$ cat src/rtl/e1ts0_pkg.sv
package e1ts0_pkg;

  localparam int TS_BITS = 8;

  // Alignment word in bits 6..0, first-sent bit at 6; bit 7 is a placeholder.
  localparam logic [7:0] FAS_BYTE = 8'b0001_1011;

  typedef enum logic {
    FRM_ALIGN    = 1'b0,
    FRM_NONALIGN = 1'b1
  } frame_e;

  typedef struct packed {
    logic       af_si;
    logic [7:0] naf;
  } host_img_t;

  function automatic logic fas_bit(input logic [2:0] idx);
    logic [2:0] k;
    k = 3'd7 - idx;
    return FAS_BYTE[k];
  endfunction

endpackage

$ cat src/rtl/e1ts0_timing.sv
module e1ts0_timing
  import e1ts0_pkg::*;
#(
  parameter int FRAME_BITS = 256
) (
  input  logic                          clk,
  input  logic                          rst,
  output logic [$clog2(FRAME_BITS)-1:0] pos,
  output frame_e                        frm,
  output logic [2:0]                    ts_idx,
  output logic                          in_ts0,
  output logic                          dbl_end
);

  localparam int POS_W = $clog2(FRAME_BITS);
  localparam logic [POS_W-1:0] LAST = POS_W'(FRAME_BITS - 1);
  localparam logic [POS_W-1:0] TSW  = POS_W'(TS_BITS);

  logic frame_end;

  assign frame_end = (pos == LAST);
  assign dbl_end   = frame_end && (frm == FRM_NONALIGN);
  assign in_ts0    = (pos < TSW);
  assign ts_idx    = pos[2:0];

  always_ff @(posedge clk) begin
    if (rst) begin
      pos <= '0;
      frm <= FRM_ALIGN;
    end else if (frame_end) begin
      pos <= '0;
      frm <= (frm == FRM_ALIGN) ? FRM_NONALIGN : FRM_ALIGN;
    end else begin
      pos <= pos + 1'b1;
    end
  end

  assert_wrap_R7: assert property (@(posedge clk) disable iff (rst)
    (pos == LAST) |=> (pos == '0 && frm != $past(frm)));

  assert_range_R7: assert property (@(posedge clk) disable iff (rst)
    (pos <= LAST));

endmodule

$ cat src/rtl/e1ts0_shadow.sv
module e1ts0_shadow
  import e1ts0_pkg::*;
(
  input  logic       clk,
  input  logic       rst,
  input  logic       load,
  input  logic       host_af_si,
  input  logic [7:0] host_naf,
  output host_img_t  img,
  output logic       af_flag
);

  always_ff @(posedge clk) begin
    if (rst) begin
      img     <= '0;
      af_flag <= 1'b0;
    end else begin
      af_flag <= load;
      if (load) begin
        img.af_si <= host_af_si;
        img.naf   <= host_naf;
      end
    end
  end

  assert_hold_R8: assert property (@(posedge clk) disable iff (rst)
    !load |=> $stable(img));

  assert_capture_R8: assert property (@(posedge clk) disable iff (rst)
    load |=> (img.naf == $past(host_naf) && img.af_si == $past(host_af_si)));

endmodule

$ cat src/rtl/e1ts0_bitmux.sv
module e1ts0_bitmux
  import e1ts0_pkg::*;
#(
  parameter int SA_COUNT = 5
) (
  input  logic                in_ts0,
  input  logic [2:0]          ts_idx,
  input  frame_e              frm,
  input  host_img_t           img,
  input  logic                ser_in,
  input  logic                link_in,
  input  logic [SA_COUNT-1:0] sa_sel,
  input  logic                si_use_reg,
  input  logic                crc4_en,
  input  logic                crc_bit,
  input  logic                ebit_en,
  input  logic                ebit_in,
  output logic                nxt_bit
);

  logic [6:0] naf_eff;
  logic       si_bit;
  logic       si_reg;
  logic [2:0] bsel;

  // Spare positions pick register or link per bit; the rest follow the byte.
  for (genvar j = 0; j < 7; j++) begin : g_naf
    if (j < SA_COUNT) begin : g_sa
      assign naf_eff[j] = sa_sel[j] ? link_in : img.naf[j];
    end else begin : g_fixed
      assign naf_eff[j] = img.naf[j];
    end
  end

  assign si_reg = (frm == FRM_ALIGN) ? img.af_si : img.naf[7];

  always_comb begin
    if (crc4_en)          si_bit = crc_bit;
    else if (ebit_en)     si_bit = ebit_in;
    else if (!si_use_reg) si_bit = ser_in;
    else                  si_bit = si_reg;
  end

  assign bsel = 3'd7 - ts_idx;

  always_comb begin
    if (!in_ts0)                nxt_bit = ser_in;
    else if (ts_idx == 3'd0)    nxt_bit = si_bit;
    else if (frm == FRM_ALIGN)  nxt_bit = fas_bit(ts_idx);
    else                        nxt_bit = naf_eff[bsel];
  end

endmodule

$ cat src/rtl/e1_ts0_inserter.sv
module e1_ts0_inserter
  import e1ts0_pkg::*;
#(
  parameter int FRAME_BITS = 256,
  parameter int SA_COUNT   = 5
) (
  input  logic                clk,
  input  logic                rst,
  input  logic                ser_in,
  input  logic                link_in,
  input  logic                host_af_si,
  input  logic [7:0]          host_naf,
  input  logic [SA_COUNT-1:0] sa_sel,
  input  logic                si_use_reg,
  input  logic                crc4_en,
  input  logic                crc_bit,
  input  logic                ebit_en,
  input  logic                ebit_in,
  output logic                ser_out,
  output logic                af_flag
);

  localparam int POS_W = $clog2(FRAME_BITS);

  logic [POS_W-1:0] pos;
  frame_e           frm;
  logic [2:0]       ts_idx;
  logic             in_ts0;
  logic             dbl_end;
  host_img_t        img;
  logic             nxt_bit;
  logic             fas_now;

  e1ts0_timing #(.FRAME_BITS(FRAME_BITS)) u_timing (
    .clk     (clk),
    .rst     (rst),
    .pos     (pos),
    .frm     (frm),
    .ts_idx  (ts_idx),
    .in_ts0  (in_ts0),
    .dbl_end (dbl_end)
  );

  e1ts0_shadow u_shadow (
    .clk        (clk),
    .rst        (rst),
    .load       (dbl_end),
    .host_af_si (host_af_si),
    .host_naf   (host_naf),
    .img        (img),
    .af_flag    (af_flag)
  );

  e1ts0_bitmux #(.SA_COUNT(SA_COUNT)) u_mux (
    .in_ts0     (in_ts0),
    .ts_idx     (ts_idx),
    .frm        (frm),
    .img        (img),
    .ser_in     (ser_in),
    .link_in    (link_in),
    .sa_sel     (sa_sel),
    .si_use_reg (si_use_reg),
    .crc4_en    (crc4_en),
    .crc_bit    (crc_bit),
    .ebit_en    (ebit_en),
    .ebit_in    (ebit_in),
    .nxt_bit    (nxt_bit)
  );

  always_ff @(posedge clk) begin
    if (rst) ser_out <= 1'b0;
    else     ser_out <= nxt_bit;
  end

  assign fas_now = fas_bit(ts_idx);

  assert_payload_R2: assert property (@(posedge clk) disable iff (rst)
    !in_ts0 |=> (ser_out == $past(ser_in)));

  assert_fas_R3: assert property (@(posedge clk) disable iff (rst)
    (in_ts0 && frm == FRM_ALIGN && ts_idx != 3'd0) |=> (ser_out == $past(fas_now)));

  assert_crc_R6: assert property (@(posedge clk) disable iff (rst)
    (in_ts0 && ts_idx == 3'd0 && crc4_en) |=> (ser_out == $past(crc_bit)));

  assert_ebit_R6: assert property (@(posedge clk) disable iff (rst)
    (in_ts0 && ts_idx == 3'd0 && !crc4_en && ebit_en) |=> (ser_out == $past(ebit_in)));

  assert_flag_R7: assert property (@(posedge clk) disable iff (rst)
    af_flag |-> (pos == '0 && frm == FRM_ALIGN));

endmodule

$ cat config.mk
export PLATFORM = sky130hd
export DESIGN_NAME = e1_ts0_inserter
export DESIGN_NICKNAME = d
export VERILOG_FILES = /design/src/rtl/e1ts0_pkg.sv /design/src/rtl/e1ts0_timing.sv /design/src/rtl/e1ts0_shadow.sv /design/src/rtl/e1ts0_bitmux.sv /design/src/rtl/e1_ts0_inserter.sv
export SDC_FILE = /design/constraint.sdc
export NUM_CORES = 1
export LEC_CHECK = 0
export BUFFER_PORTS_ARGS = -buffer_cell sky130_fd_sc_hd__buf_2
export CAP_MARGIN = 20
export CORE_ASPECT_RATIO = 1.25
export CORE_MARGIN = 4
export CORE_UTILIZATION = 54
export DETAILED_ROUTE_END_ITERATION = 16
export PLACE_DENSITY = 0.81
export SLEW_MARGIN = 40
export SYNTH_ARGS = -nofsm -noshare
export SYNTH_HDL_FRONTEND = slang
export SYNTH_SLANG_ARGS = --single-unit
export TNS_END_PERCENT = 50
$ cat constraint.sdc
create_clock -name clk -period 3.6 [get_ports clk]
set_clock_uncertainty 0.1 [all_clocks]
set_input_delay 0.9 -clock clk [delete_from_list [all_inputs] [get_ports clk]]
set_output_delay 0.9 -clock clk [all_outputs]
set_load 0.02 [all_outputs]
==> impl_metrics.toml <==
[clocking]
cts_sinks = 20
clk_latency_ns = 0.31
clock-root-buffer = "clkbuf_4"
cts_tree = "yes"
postCtsSetupRepairBufs = 0
clk_path_buf_depth = 2
cts_repair_resize_count = 0
cts_inserted_buffers = 3
htreeDepth = 1
ctsHoldBuffers = 0
clkTransAtPathRegs_ns = 0.12

[placed_design]
dpl-instance-area_um2 = 1070
io_buffers = 24
pre_cts_ws_ns = 1.63
dpl.hpwl_mm = 1.54
globalplace.congestion = 0.768

[timing]
maxSlewViolCount = 0
relSlewSlack = 0.747
post-route-period-util = 0.565
setup_tns_ns = 0
grt_setup_unrepaired = "false"
setup_violations = 0
min_period_ns = 2.03
worst_slew_pin_slew_ns = 0.380
setup_ws_ns = 1.57
hold_viol = 0
clock.fmax_ghz = 0.492

[synthesis]
yosys_warnings = 0
synthCells = 101
syn-num-nets = 126
yosysSeqAreaShare = 0.415
synth_edf_count = 0
synth_cell_types = 33
yosys_register_bits = 20
syn_area_per_cell_um2 = 9.56
dominantRegCellSynth = "dfxtp_1"
async_flop_share = 0
synth_area_um2 = 966

[grt]
grt_max_degree = 13
overflow = 0
grt_pass1_wl_mm = 3.39
first_global_vias = 823
grt_use_total = 0.173
grt_antenna_before_repair = 0

[finish]
nets = 150
drive_gt1_frac = 0.339
areaGrowthSynthToFinish_pct = 16.6
final_area_um2 = 1130
diodes = 0
fillers = 132

[critical_path]
critPathMaxStageDelay_ns = 0.56
crit_required_ns = 3.76
critPathKind = "flop to flop"
critPathSlowestCell = "dfxtp_1"
crit_fanout = 11
critPathCaptureType = "flop"
path_cells = "ha_1, nand2_1, nor3_4, and3b_1, a22o_2"
critPathArrivalTime_ns = 2.20
cp-start-kind = "flop"

[drt]
wl_per_cell_um = 14.9
viasPerCell = 5.79
dr.first_iter.drc_count = 21
route.detailed.drc = 0
totalWireLength_mm = 2.11
first_pass_iters = 4
ant_nets = 0
vias = 822

[power]
total_power_uw = 462
ir_worst_vdd_v = 0.000269
p_leak_uw = 0.000468
power_density_nw_per_um2 = 410

[floorplan]
ios = 25
start_util = 0.596
die_area_um2 = 2530
die_y_um = 55.3
num_rows = 16
core_um2 = 1620
die_w_um = 45.8

[min_path]
hold_path_class = "flop to flop"

[run]
drv_cap = 0

[outcome]
outcome = "finished clean"
## registers in the layout, indices dropped and copies added, names as in the netlist
name,cells
u_shadow.img,9
u_timing.pos,8
u_shadow.af_flag,1
ser_out,1
u_timing.frm,1
## worst max-delay path, delay by kind of cell, from the launching register on
kind            cells  cell delay (ns)
fa+ha+maj           1             0.27
compound gates      1             0.21
flops               1             0.56
simple gates        3             0.85
## final cells by class
| class | count | area, µm² | share of cell area |
|---|---|---|---|
| flip-flops and latches | 20 | 400 | 0.356 |
| clock inverters | 1 | 30.0 | 0.0267 |
| inverters | 4 | 15.0 | 0.0133 |
| multi-input cells | 72 | 515 | 0.458 |
| well taps | 18 | 22.5 | 0.0200 |
| repair buffers | 24 | 120 | 0.107 |
| clock buffers | 3 | 22.5 | 0.0200 |
## per-stage QoR
step           instances  utilization  hold WS, ns
2_1_floorplan        101            -        0.354
3_5_place_dp         138        0.662        0.372
5_1_grt              142        0.694        0.412
3_3_place_gp         138        0.662        0.364
4_1_cts              142        0.694        0.397
6_report             142        0.694        0.400
## cell families after synthesis
logic type | count (synthesis) | synth area share
and+or+nand+nor | 35 | 0.200
xor gates and xnor gates | 6 | 0.0544
adders and majority gates | 2 | 0.0259
buffers and inverters | 9 | 0.0518
muxes | 6 | 0.0622
DFF | 20 | 0.415
AOI/OAI and AO/OA | 23 | 0.192
## cell usage after synthesis (2+ instances only)
master / number / share of area
o211ai_1: 2 / 0.016
xor2_1: 2 / 0.018
nor4b_1: 2 / 0.018
ha_1: 2 / 0.026
nand2_1: 6 / 0.023
o21ai_0: 3 / 0.016
nand3_1: 2 / 0.010
inv_1: 4 / 0.016
nor3_1: 2 / 0.010
nor2_1: 13 / 0.051
dfxtp_1: 20 / 0.41
xnor2_1: 4 / 0.036
a211oi_1: 2 / 0.016
mux2i_1: 6 / 0.062
buf_4: 2 / 0.016
a311oi_1: 2 / 0.018
a21oi_1: 3 / 0.016
a22o_2: 9 / 0.093
## per-layer routing
metal / routed length (µm) / global-route usage
met5: 0 / 0
met3: 124 / 0.0260
met4: 66 / 0.0976
met2: 1140 / 0.303
met1: 786 / 0.184
## cell usage in the layout, fill, tap and decap left out
master and instances:
nor2b_1 1, nor4b_1 2, xnor2_1 4, a21oi_1 3, nor2_1 13, o211ai_1 2, buf_2 24, a21oi_2 1
a311oi_1 2, nand3_1 2, a22o_2 9, nor3_4 1, inv_1 4, o21ai_0 3, or2_2 1, nor4_1 1
a211oi_1 2, xor2_1 2, bufinv_16 1, nor3_1 2, nand3_2 1, ha_1 2, nand4b_1 1, dfxtp_1 20
nand2_1 6, nand2b_1 1, or3_2 1, o32ai_1 1, mux2i_1 6, clkbuf_4 3, nand3b_1 1, and3b_1 1
## report_power, final
group	leakage (µW)	switching [µW]	internal [µW]
Combinational	0.000278	21.2	21.4
Sequential	0.000162	7.31	225
Clock	0.0000279	73.8	113
## path summary, 6_finish.rpt
path	from	to	slack, ns	depth (start not counted)
max reg2reg	u_timing.pos[0]	u_shadow.img[4]	1.57	5
max	u_timing.pos[0]	u_shadow.img[4]	1.57	5
min reg2reg	u_shadow.img[2]	u_shadow.img[2]	0.40	1
min	u_shadow.img[2]	u_shadow.img[2]	0.40	1
(Power assumes the default switching activity.)
